### config.mk
export PLATFORM = sky130hd
export DESIGN_NAME = tx_cmd_parser
export DESIGN_NICKNAME = d
export VERILOG_FILES = /design/src/rtl/txp_pkg.sv /design/src/rtl/txp_cmd_parse.sv /design/src/rtl/txp_byte_ser.sv /design/src/rtl/txp_status.sv /design/src/rtl/tx_cmd_parser.sv
export SDC_FILE = /design/constraint.sdc
export NUM_CORES = 1
export LEC_CHECK = 0
export ABC_CLOCK_PERIOD_IN_PS = 6920
export CAP_MARGIN = 20
export CORE_ASPECT_RATIO = 0.6
export CORE_UTILIZATION = 45
export DETAILED_ROUTE_END_ITERATION = 7
export PLACE_DENSITY_LB_ADDON = 0.25
export SLEW_MARGIN = 20
export SYNTH_ARGS = -nofsm -noshare
export SYNTH_HDL_FRONTEND = slang
export SYNTH_SLANG_ARGS = --single-unit
### constraint.sdc
create_clock -name clk -period 6.92 [get_ports clk]
set_clock_uncertainty 0.05 [all_clocks]
set_input_delay 0.692 -clock clk [delete_from_list [all_inputs] [get_ports clk]]
set_output_delay 0.692 -clock clk [all_outputs]
set_load 0.02 [all_outputs]
### src/rtl/txp_pkg.sv
`timescale 1ns/1ps
package txp_pkg;
  localparam int DW      = 32;
  localparam int BYTES   = DW / 8;
  localparam int IDX_W   = $clog2(BYTES);
  localparam int SIZE_W  = 11;
  localparam int OFF_W   = 5;
  localparam int TAG_W   = 16;
  localparam int POS_W   = 12;
  localparam int SUM_W   = 16;

  localparam int SZ_LSB    = 0;
  localparam int OFF_LSB   = 16;
  localparam int AL_LSB    = 24;
  localparam int FIRST_BIT = 13;
  localparam int LAST_BIT  = 12;
  localparam int TAG_LSB   = 16;
  localparam int PLEN_LSB  = 0;

  typedef enum logic [1:0] {S_CMDA, S_CMDB, S_DATA, S_PAD} parse_st_t;

  typedef struct packed {
    logic [DW-1:0]    data;
    logic [BYTES-1:0] keep;
    logic             sop;
    logic             eop;
  } lane_t;

  function automatic logic [5:0] align_bytes(input logic [1:0] code);
    case (code)
      2'd1:    align_bytes = 6'd16;
      2'd2:    align_bytes = 6'd32;
      default: align_bytes = 6'd4;
    endcase
  endfunction
endpackage

### src/rtl/txp_cmd_parse.sv
`timescale 1ns/1ps
module txp_cmd_parse
  import txp_pkg::*;
(
  input  logic             clk,
  input  logic             rst,
  input  logic             in_valid,
  input  logic [DW-1:0]    in_data,
  output logic             in_ready,
  output lane_t            lane,
  output logic             lane_push,
  input  logic             lane_ready,
  output logic             pkt_done,
  output logic             pkt_abort,
  output logic [TAG_W-1:0] pkt_tag,
  output logic             pkt_mism
);
  parse_st_t           st;
  logic [OFF_W-1:0]    off_r;
  logic [POS_W-1:0]    end_r, pos_r, dw_left, pad_left;
  logic                first_r, last_r, drop_r, open_r, need_sop_r;
  logic [SUM_W-1:0]    sum_r;
  logic [SIZE_W-1:0]   plen_r;
  logic [TAG_W-1:0]    tag_r;

  logic [SIZE_W-1:0]   a_size;
  logic [OFF_W-1:0]    a_off;
  logic [1:0]          a_align;
  logic                a_first, a_last;
  logic [POS_W-1:0]    a_end, a_r4, a_al, a_ra, a_ndw, a_npd;
  logic                hs, buf_end;
  logic [BYTES-1:0]    keep_c, eop_c;
  logic [SIZE_W-1:0]   plen_now;

  always_comb begin
    a_size  = in_data[SZ_LSB +: SIZE_W];
    a_off   = in_data[OFF_LSB +: OFF_W];
    a_align = in_data[AL_LSB +: 2];
    a_first = in_data[FIRST_BIT];
    a_last  = in_data[LAST_BIT];
    a_end   = POS_W'(a_off) + POS_W'(a_size);
    a_r4    = (a_end + POS_W'(3)) & ~POS_W'(3);
    a_al    = POS_W'(align_bytes(a_align));
    a_ra    = (a_end + a_al - POS_W'(1)) & ~(a_al - POS_W'(1));
    a_ndw   = a_r4 >> 2;
    a_npd   = (a_ra - a_r4) >> 2;
  end

  assign in_ready = (st == S_DATA) ? lane_ready : 1'b1;
  assign hs       = in_valid && in_ready;

  generate
    for (genvar j = 0; j < BYTES; j++) begin : g_lane
      logic [POS_W-1:0] idx;
      assign idx       = pos_r + POS_W'(j);
      assign keep_c[j] = !drop_r && (idx >= POS_W'(off_r)) && (idx < end_r);
      assign eop_c[j]  = keep_c[j] && last_r && (idx == end_r - POS_W'(1));
    end
  endgenerate

  assign lane.data = in_data;
  assign lane.keep = keep_c;
  assign lane.sop  = need_sop_r && (|keep_c);
  assign lane.eop  = |eop_c;
  assign lane_push = hs && (st == S_DATA) && (|keep_c);

  always_comb begin
    case (st)
      S_CMDB:  buf_end = hs && (dw_left == '0) && (pad_left == '0);
      S_DATA:  buf_end = hs && (dw_left == POS_W'(1)) && (pad_left == '0);
      S_PAD:   buf_end = hs && (pad_left == POS_W'(1));
      default: buf_end = 1'b0;
    endcase
  end

  assign pkt_tag   = (st == S_CMDB && first_r) ? in_data[TAG_LSB +: TAG_W] : tag_r;
  assign plen_now  = (st == S_CMDB && first_r) ? in_data[PLEN_LSB +: SIZE_W] : plen_r;
  assign pkt_mism  = (sum_r != SUM_W'(plen_now));
  assign pkt_done  = buf_end && last_r && !drop_r;
  assign pkt_abort = hs && (st == S_CMDA) && a_first && open_r;

  always_ff @(posedge clk) begin
    if (rst) begin
      st         <= S_CMDA;
      off_r      <= '0;
      end_r      <= '0;
      pos_r      <= '0;
      dw_left    <= '0;
      pad_left   <= '0;
      first_r    <= 1'b0;
      last_r     <= 1'b0;
      drop_r     <= 1'b0;
      open_r     <= 1'b0;
      need_sop_r <= 1'b0;
      sum_r      <= '0;
      plen_r     <= '0;
      tag_r      <= '0;
    end else if (hs) begin
      case (st)
        S_CMDA: begin
          off_r    <= a_off;
          end_r    <= a_end;
          pos_r    <= '0;
          dw_left  <= a_ndw;
          pad_left <= a_npd;
          first_r  <= a_first;
          last_r   <= a_last;
          if (a_first) begin
            open_r     <= 1'b1;
            need_sop_r <= 1'b1;
            sum_r      <= SUM_W'(a_size);
            drop_r     <= 1'b0;
          end else if (open_r) begin
            sum_r  <= sum_r + SUM_W'(a_size);
            drop_r <= 1'b0;
          end else begin
            drop_r <= 1'b1;
          end
          st <= S_CMDB;
        end
        S_CMDB: begin
          if (first_r) begin
            tag_r  <= in_data[TAG_LSB +: TAG_W];
            plen_r <= in_data[PLEN_LSB +: SIZE_W];
          end
          if (buf_end)              st <= S_CMDA;
          else if (dw_left != '0)   st <= S_DATA;
          else                      st <= S_PAD;
        end
        S_DATA: begin
          pos_r   <= pos_r + POS_W'(BYTES);
          dw_left <= dw_left - POS_W'(1);
          if (|keep_c) need_sop_r <= 1'b0;
          if (dw_left == POS_W'(1)) st <= (pad_left != '0) ? S_PAD : S_CMDA;
        end
        default: begin
          pad_left <= pad_left - POS_W'(1);
          if (pad_left == POS_W'(1)) st <= S_CMDA;
        end
      endcase
      if (pkt_done) open_r <= 1'b0;
    end
  end
endmodule

### src/rtl/txp_byte_ser.sv
`timescale 1ns/1ps
module txp_byte_ser
  import txp_pkg::*;
(
  input  logic       clk,
  input  logic       rst,
  input  lane_t      lane,
  input  logic       push,
  output logic       ready,
  output logic       out_valid,
  output logic [7:0] out_data,
  output logic       out_sop,
  output logic       out_eop,
  input  logic       out_ready
);
  logic [DW-1:0]    data_r;
  logic [BYTES-1:0] keep_r;
  logic             sop_r, eop_r, one_left;
  logic [IDX_W-1:0] idx;

  always_comb begin
    idx = '0;
    for (int j = BYTES - 1; j >= 0; j--)
      if (keep_r[j]) idx = IDX_W'(j);
  end

  assign one_left  = (keep_r != '0) && ((keep_r & (keep_r - BYTES'(1))) == '0);
  assign out_valid = (keep_r != '0);
  assign out_data  = data_r[idx*8 +: 8];
  assign out_sop   = sop_r && out_valid;
  assign out_eop   = eop_r && one_left;
  assign ready     = (keep_r == '0) || (out_ready && one_left);

  always_ff @(posedge clk) begin
    if (rst) begin
      data_r <= '0;
      keep_r <= '0;
      sop_r  <= 1'b0;
      eop_r  <= 1'b0;
    end else if (push && ready) begin
      data_r <= lane.data;
      keep_r <= lane.keep;
      sop_r  <= lane.sop;
      eop_r  <= lane.eop;
    end else if (out_valid && out_ready) begin
      keep_r <= keep_r & (keep_r - BYTES'(1));
      sop_r  <= 1'b0;
    end
  end
endmodule

### src/rtl/txp_status.sv
`timescale 1ns/1ps
module txp_status
  import txp_pkg::*;
(
  input  logic             clk,
  input  logic             rst,
  input  logic             done,
  input  logic             abort,
  input  logic [TAG_W-1:0] tag,
  input  logic             mism,
  output logic             stat_valid,
  output logic [DW-1:0]    stat_word
);
  logic err_m;
  assign err_m = done && mism;

  always_ff @(posedge clk) begin
    if (rst) begin
      stat_valid <= 1'b0;
      stat_word  <= '0;
    end else begin
      stat_valid <= done || abort;
      if (done || abort)
        stat_word <= {tag, (err_m || abort), 1'b0, err_m, abort, 12'd0};
    end
  end
endmodule

### src/rtl/tx_cmd_parser.sv
`timescale 1ns/1ps
module tx_cmd_parser
  import txp_pkg::*;
(
  input  logic          clk,
  input  logic          rst,
  input  logic          fifo_valid,
  input  logic [31:0]   fifo_data,
  output logic          fifo_ready,
  output logic          mac_valid,
  output logic [7:0]    mac_data,
  output logic          mac_sop,
  output logic          mac_eop,
  input  logic          mac_ready,
  output logic          stat_valid,
  output logic [31:0]   stat_word
);
  lane_t            lane;
  logic             lane_push, lane_ready;
  logic             pkt_done, pkt_abort, pkt_mism;
  logic [TAG_W-1:0] pkt_tag;

  txp_cmd_parse u_parse (
    .clk(clk), .rst(rst),
    .in_valid(fifo_valid), .in_data(fifo_data), .in_ready(fifo_ready),
    .lane(lane), .lane_push(lane_push), .lane_ready(lane_ready),
    .pkt_done(pkt_done), .pkt_abort(pkt_abort), .pkt_tag(pkt_tag), .pkt_mism(pkt_mism)
  );

  txp_byte_ser u_ser (
    .clk(clk), .rst(rst),
    .lane(lane), .push(lane_push), .ready(lane_ready),
    .out_valid(mac_valid), .out_data(mac_data), .out_sop(mac_sop), .out_eop(mac_eop),
    .out_ready(mac_ready)
  );

  txp_status u_stat (
    .clk(clk), .rst(rst),
    .done(pkt_done), .abort(pkt_abort), .tag(pkt_tag), .mism(pkt_mism),
    .stat_valid(stat_valid), .stat_word(stat_word)
  );
endmodule

==> results of run 1 <==
-- sequential cells by signal, summed over array words and instances, names as in the netlist --
register / cells
u_parse.drop_r: 1
u_parse.dw_left: 12
u_parse.end_r: 12
u_parse.first_r: 1
u_parse.last_r: 1
u_parse.need_sop_r: 1
u_parse.off_r: 5
u_parse.open_r: 1
u_parse.pad_left: 12
u_parse.plen_r: 11
u_parse.pos_r: 10
u_parse.st: 2
u_parse.sum_r: 16
u_parse.tag_r: 16
u_ser.data_r: 32
u_ser.eop_r: 1
u_ser.keep_r: 4
u_ser.sop_r: 1
u_stat.stat_valid: 1
u_stat.stat_word: 19
-- power breakdown --
group          internal [mW]  switching (mW)
Combinational          0.665           0.954
Clock                  0.528           0.476
Sequential              1.03           0.136
-- final cells by class --
type | count | area share, %
Multi-Input combinational cell | 978 | 57.37
Sequential cell | 159 | 26.12
Timing Repair Buffer | 81 | 6.346
Clock buffer | 17 | 3.491
Tap cell | 315 | 3.235
Inverter | 56 | 1.725
Clock inverter | 15 | 1.705
-- synthesized netlist by cell type, types with 17 or more instances --
cell type and number:
o21ai_0 68, buf_4 19, a21oi_1 74, dfxtp_1 159, nor2_1 177, nand2_1 65, inv_1 56, nand3_1 17
xnor2_1 36, nor3_1 35, xor2_1 35, ha_1 90, mux2i_1 106, clkbuf_1 49
-- how the worst min path moves through the flow --
| stage | startpoint | endpoint |
|---|---|---|
| 6_report | u_stat.stat_word[12] | u_stat.stat_word[12] |
| 5_1_grt | u_stat.stat_word[15] | u_stat.stat_word[15] |
| 4_1_cts | u_stat.stat_word[12] | u_stat.stat_word[12] |
| 3_5_place_dp | u_stat.stat_word[12] | u_stat.stat_word[12] |
| 3_3_place_gp | u_stat.stat_word[12] | u_stat.stat_word[12] |
| 2_1_floorplan | u_ser.eop_r | u_ser.eop_r |
-- stage by stage --
step | instance area, sq um | worst slack [ps] | util [%] | std cells
after global routing | 12180 | 1171 | 52.30 | 1621
after global placement | 11550 | 1159 | 49.58 | 1589
after CTS | 12180 | 1488 | 52.30 | 1621
after floorplan | 10820 | 2014 | - | 1283
final | 12180 | 1420 | 52.30 | 1621
after detailed placement | 11550 | 1044 | 49.58 | 1589
-- cell families after synthesis --
| group | after synthesis |
|---|---|
| xor gates and xnor gates | 72 |
| other | 1 |
| DFF | 159 |
| buffers and inverters | 146 |
| muxes | 115 |
| AOI/OAI and AO/OA | 269 |
| and+or+nand+nor | 415 |
| adders and majority gates | 94 |
-- layout by cell type (no fill, tap or decap), types with 12 or more instances in the layout --
master / instances
nor2_1: 177
dfxtp_1: 159
mux2i_1: 106
ha_1: 90
a21oi_1: 74
o21ai_0: 68
clkdlybuf4s50_1: 66
nand2_1: 64
inv_1: 56
xnor2_1: 36
nor3_1: 35
xor2_1: 35
nand3_1: 17
clkbuf_16: 17
a211oi_1: 16
o21a_1: 15
nor2b_1: 15
a211oi_2: 15
buf_4: 15
nand4_1: 13
conb_1: 13
and3_1: 12
-- per-layer routing --
metal,vias up,part of all wire (%),GRT usage [%]
met4,0,0.73,4.261
li1,4517,-,-
met3,19,5.3,4.227
met1,4235,55,36.89
met5,-,0,0
met2,215,39,31.51
-- worst reg2reg max path: stages (launching register included) --
cell and delay [ps]:
dfxtp_1 340, inv_1 110, ha_1 150, buf_4 240, inv_1 90, a2111o_1 390
nand2_1 340, nor2_2 70, buf_4 190, nor2_1 720, nor2_1 180, or2_2 430
nor2_1 130
==> results by group, run 1 <==
Status
  – Status: finished, final reports clean

Synth
  – Post-synthesis sequential area ratio: 29.55%
  – Synth Register Bits: 159
  – Compound-Gate Fraction of Synth Area: 16.61%
  – Post-Syn Area: 10,770 sq um
  – Post-synth EDFFs: 0
  – Prevailing post-synth register cell: dfxtp_1
  – Post-synthesis xor/xnor area fraction: 5.923%
  – Ys Warns: 0
  – Synth cell types: 78
  – Top cells by area, synth: dfxtp_1 (30%), ha_1 (10%), mux2i_1 (9.8%), nor2_1 (6.2%), a21oi_1 (3.4%)
  – Mean Syn Cell Area: 8.476 sq um
  – Post-synthesis mux area share: 11.63%
  – FFs w/ async S/R, synth: 0%
  – Synth area leader: dfxtp_1
  – Post-Synthesis Cells: 1,271
  – Synth Area in Simple Gates: 18.94%
  – Synth top area share: 29.55%
  – Post-Synth Adder-Cell Area: 11.20%
  – Largest family of logic cells by synthesized area: simple AND/OR/NAND/NOR gates

Timing
  – RSZ-0062 raised after global routing: false
  – # setup viols final: 0
  – Crit share post-route: 79.48%
  – Actual slew at the worst max-slew pin: 1031 ps
  – Post-Route Setup TNS: 0 ps
  – Worst slew margin: 31.02%
  – Final hold vios: 0
  – Fmax: 0.1818 GHz
  – Slew Viols, Final: 0
  – Final Critical Period: 5500 ps
  – WHS: 413.2 ps

Setup path
  – Worst R2R End: u_parse.pos_r[6]
  – CP Launch Type: input pin
  – WP depth: 20
  – Worst path cell trace: clkdlybuf4s50_1, ha_1, fa_1, xnor2_1, ha_1, fa_1, nand2b_1, a21oi_1, o21ai_0, a21boi_0, nor2_1, ha_1, or2_2, a21oi_1, a31oi_1, a21o_1, a21oi_1, xnor2_1, xnor2_1, o22ai_1
  – CP delay by family, top: adder cells
  – Worst path max stage delay: 590 ps
  – Critical R2R Launch: u_parse.st[0]
  – Critical Path Start: fifo_data[16]
  – Worst Path Arrival: 5760 ps
  – CP Max Fanout: 5
  – Critical path type: input pin to flop
  – CP max-delay cell: clkdlybuf4s50_1
  – WP buf/inv: 1
  – CP required: 7180 ps
  – Worst reg2reg setup slack: 3410 ps
  – CP Capture Type: flop
  – Reg2reg path depth: 12
  – CP endpoint: u_parse.pad_left[9]

Cells and area
  – FF+latch area: 3183 sq um
  – Nets: 1,423
  – Layout fillers: 2,158
  – Layout cells sized above 1: 7.810%
  – Synth-to-layout area growth: 13.10%
  – N_diodes: 0
  – Multi-input combinational cell area: 6990 sq um

Global routing
  – First-pass GRT wire length: 44,620 um
  – Antenna violations before repair: 0
  – Grt ovf: 0
  – Pin count of the biggest net entering global routing: 56
  – Vias in the first global route: 8,160
  – Total global-route track usage: 23.13%

Die
  – Row count: 43
  – Area of the die: 24,580 sq um
  – Initial Util: 46.24%
  – Die Y: 121.9 um
  – Die X-Extent: 201.8 um
  – Core footprint: 23,300 sq um
  – I/O pin cnt: 81

Clocking
  – Clock transition at path regs: 70 ps
  – CTS Buffer Depth: 2
  – Root buffer cell: clkbuf_16
  – Total CTS buffers: 17
  – Clock latency on the worst-skew pair: 440 ps
  – Setup repair bufs after CTS: 0
  – # resized after CTS: 0
  – CTS sink count: 159
  – TritonCTS clock tree: built
  – # H-tree levels: 4
  – # hold bufs at CTS: 0

Power
  – PD cells: 311.4 nW/um^2
  – Max VDD drop: 249.5 uV
  – Leakage power: 5.140 nW
  – Tot Pwr: 3.794 mW

Place
  – HPWL Detailed: 20,520 um
  – Number of buffers added on ports: 67
  – GPL Wtd Cong: 0.8908

Route
  – Routed via count: 8,986
  – WL/cell: 17.21 um
  – # DRC: 0
  – DR pass1 iterations: 5
  – Total wire length: 27,900 um
  – Post-route ant nets: 0
  – Vias per inst: 5.543
  – Initial DRC Count: 917

Hold path
  – Min-Delay Path Class: flop to flop
  – Hold Path Depth: 2

Run
  – Max_cap viols: 0
Note: power is estimated with default switching activity, not from simulation.
==> run 2: changes to the inputs <==
- ABC_CLOCK_PERIOD_IN_PS: 6920 -> 4750
- clock period: 6.92 -> 4.75 ns (I/O delays scaled with it)
==> run 2 against run 1 <==
Cell area is 5.4% higher. Hold slack worse by 15 ps. Core utilization increased by 2.8 points. Count of clock-buffer cells in the layout unchanged. Sequential cell count stayed put. Sequential share of layout area down 1.3 points. First-iteration DRC count shrank 25%. Critical endpoint unchanged. Largest cell class unchanged.
==> results by group, run 2 (synthesis results as in run 1) <==
Die
  – I/O pin cnt: 81 (unchanged)
  – Core footprint: 23,300 sq um (unchanged)
  – Die Y: 121.9 um (unchanged)
  – Initial Util: 46.24% (unchanged)
  – Die X-Extent: 201.8 um (unchanged)
  – Area of the die: 24,580 sq um (unchanged)
  – Row count: 43 (unchanged)

Route
  – WL/cell: 17.21 um (about the same)
  – Routed via count: 9,434 (+5.0%)
  – Total wire length: 29,320 um (+5.1%)
  – # DRC: 0 (unchanged)
  – Metal-1 WL: 15,670 um (+2.1%)
  – Met3 routed wirelength: 2041 um (+37%)
  – Post-route ant nets: 0 (unchanged)
  – Met2 WL post-DR: 11,350 um (+4.5%)
  – Vias per inst: 5.540 (about the same)
  – Top Layer Used: met4
  – Initial DRC Count: 691 (-25%)
  – DR pass1 iterations: 5 (unchanged)

Run
  – Max_cap viols: 0 (unchanged)

Power
  – Sw Pwr: 2.325 mW (+48%)
  – Net Sw Frac: 40.09% (-1.2 points)
  – Logic pwr share: 45.0% (+2.3 points)
  – Int Pwr: 3.475 mW (+56%)
  – Share of power burned in the clock network: 25.6% (-0.9 points)
  – Max VDD drop: 394.3 uV (+58%)
  – PD cells: 451.5 nW/um^2 (+45%)
  – Tot Pwr: 5.800 mW (+53%)
  – Leakage power: 5.573 nW (+8.4%)
  – Register share of total power: 29.4% (-1.4 points)

Cells and area
  – Synth-to-layout area growth: 19.25%
  – Layout cells sized above 1: 13.98% (+6.2 points)
  – Max reg flops: 32 (unchanged)
  – Fin util: 55.14% (+2.8 points)
  – Finished Layout Cells: 1,703 (+5.1%)
  – Most common cell after layout, fill and taps aside: nor2_1
  – Leading registers by flop count: u_ser.data_r: 32 flops, u_stat.stat_word: 19 flops
  – Top reg by flops: u_ser.data_r
  – Design area: 12,850 sq um (+5.4%)
  – Most frequent cells in the layout: nor2_1 (177), dfxtp_1 (159), mux2i_1 (106)
  – N_diodes: 0 (unchanged)
  – Nets: 1,505 (+5.8%)

Hold path
  – Min-Delay Path Class: input pin to flop

Timing
  – Worst slew margin: 29.99% (-1.0 points)
  – Actual slew at the worst max-slew pin: 1046 ps (+15.35 ps)
  – Fmax: 0.2211 GHz
  – Final Critical Period: 4523 ps
  – Slew Viols, Final: 0 (unchanged)
  – # setup viols final: 0 (unchanged)
  – Crit share post-route: 95.22%
  – Final hold vios: 0 (unchanged)

Clocking
  – Root buffer cell: clkbuf_16
  – Clock latency on the worst-skew pair: 450 ps (about the same)
  – # hold bufs at CTS: 0 (unchanged)
  – CTS Buffer Depth: 2 (unchanged)
  – Total CTS buffers: 17 (unchanged)
  – Clock transition at path regs: 80 ps (about the same)
  – TritonCTS clock tree: built
  – # H-tree levels: 4 (unchanged)
  – CTS sink count: 159 (unchanged)

Global routing
  – Grt ovf: 0 (unchanged)
  – Pin count of the biggest net entering global routing: 60 (+7.1%)
  – Vias in the first global route: 8,596 (+5.3%)
  – Total global-route track usage: 24.39% (+1.3 points)
  – Antenna violations before repair: 0 (unchanged)
  – First-pass GRT wire length: 46,640 um (+4.5%)

Setup path
  – CP Capture Type: flop
  – CP Max Fanout: 3 (-2)
  – CP max-delay cell: clkdlybuf4s50_1
  – CP delay by family, top: compound AO/OA/AOI/OAI gates
  – WP buf/inv: 2 (+1)
  – Critical path type: input pin to flop
  – Worst Path Arrival: 4770 ps (-990 ps)
  – CP required: 5000 ps (-2180 ps)
  – Worst path cell trace: clkdlybuf4s50_1, ha_1, a211o_1, a21o_1, and2_1, buf_4, xnor2_1, ha_1, o21ai_2, a21oi_2, o21ai_2, nand2_1, nor2_1, nor2_1, ha_1, or2_2, a21oi_1, a31oi_1, a21o_1, a21oi_2, xnor2_1, xnor2_1, o22ai_1
  – CP Launch Type: input pin
  – Worst path max stage delay: 620 ps (+30 ps)

Place
  – HPWL Detailed: 21,930 um (+6.8%)
  – Placed inst area: 12,170 sq um (+5.3%)
  – Placed Cells: 1,671 (+5.2%)
  – Number of buffers added on ports: 67 (unchanged)
  – GPL Wtd Cong: 0.9330 (+4.7%)

Status
  – Status: finished, final reports clean
run 2: repair_timing:
item / 4_1_cts / 5_1_grt
gates resized for setup: 3 / 18
endpoints found under the setup margin: 3 / 5
setup buffers: 0 / 0
pin swaps: 0 / 7
run 2: area by class of cell:
cell class,count,area [sq um]
clock buffer,17,425.4
fill,2141,10450
sequential,159,3183
tap,315,394.1
timing repair buffer,163,1388
clock inverter,15,209.0
multi-input combinational,978,7037
inverter,56,210.2
run 2: power by group through the flow:
stage | Sequential [mW] | Clock (mW) | Combinational [mW]
after detailed placement | 1.73 | 0 | 2.54
final | 1.71 | 1.48 | 2.61
after floorplan | 1.67 | 0 | 1.80
after global placement | 1.72 | 0 | 2.51
after CTS | 1.70 | 1.51 | 2.56
after global routing | 1.73 | 1.57 | 2.90
run 2: final timing paths:
path	depth (start not counted)	slack, ps	startpoint	end
setup / recovery	23	230	fifo_data[18]	u_parse.pad_left[9]
setup reg to reg	10	1280	u_parse.pos_r[2]	u_parse.need_sop_r
hold reg to reg	2	410	u_stat.stat_word[12]	u_stat.stat_word[12]
hold / removal	2	400	rst	u_ser.data_r[4]
run 2: worst register-to-register path: cells and delay by family, from the launching register on:
kind	cells	cell delay, ps
AOI/OAI and AO/OA	6	1450
and+or+nand+nor	2	360
buffers and inverters	1	590
adders and majority gates	1	310
DFF	1	620
run 2: through the flow:
step / hold WS (ps) / setup WS, ps / setup TNS, ps
final: 398.4 / 226.8 / 0
after global routing: 398.2 / -22.59 / -35.11
after CTS: 388.3 / 66.53 / 0
after detailed placement: 405.5 / -630.0 / -2696
after global placement: 398.1 / -518.3 / -1996
after floorplan: 398.1 / 60.70 / 0
run 2: routing by layer:
| layer | vias up | global-route usage [%] |
|---|---|---|
| li1 | 4686 | - |
| met3 | 17 | 5.832 |
| met5 | - | 0 |
| met1 | 4478 | 38.21 |
| met2 | 253 | 32.67 |
| met4 | 0 | 5.398 |
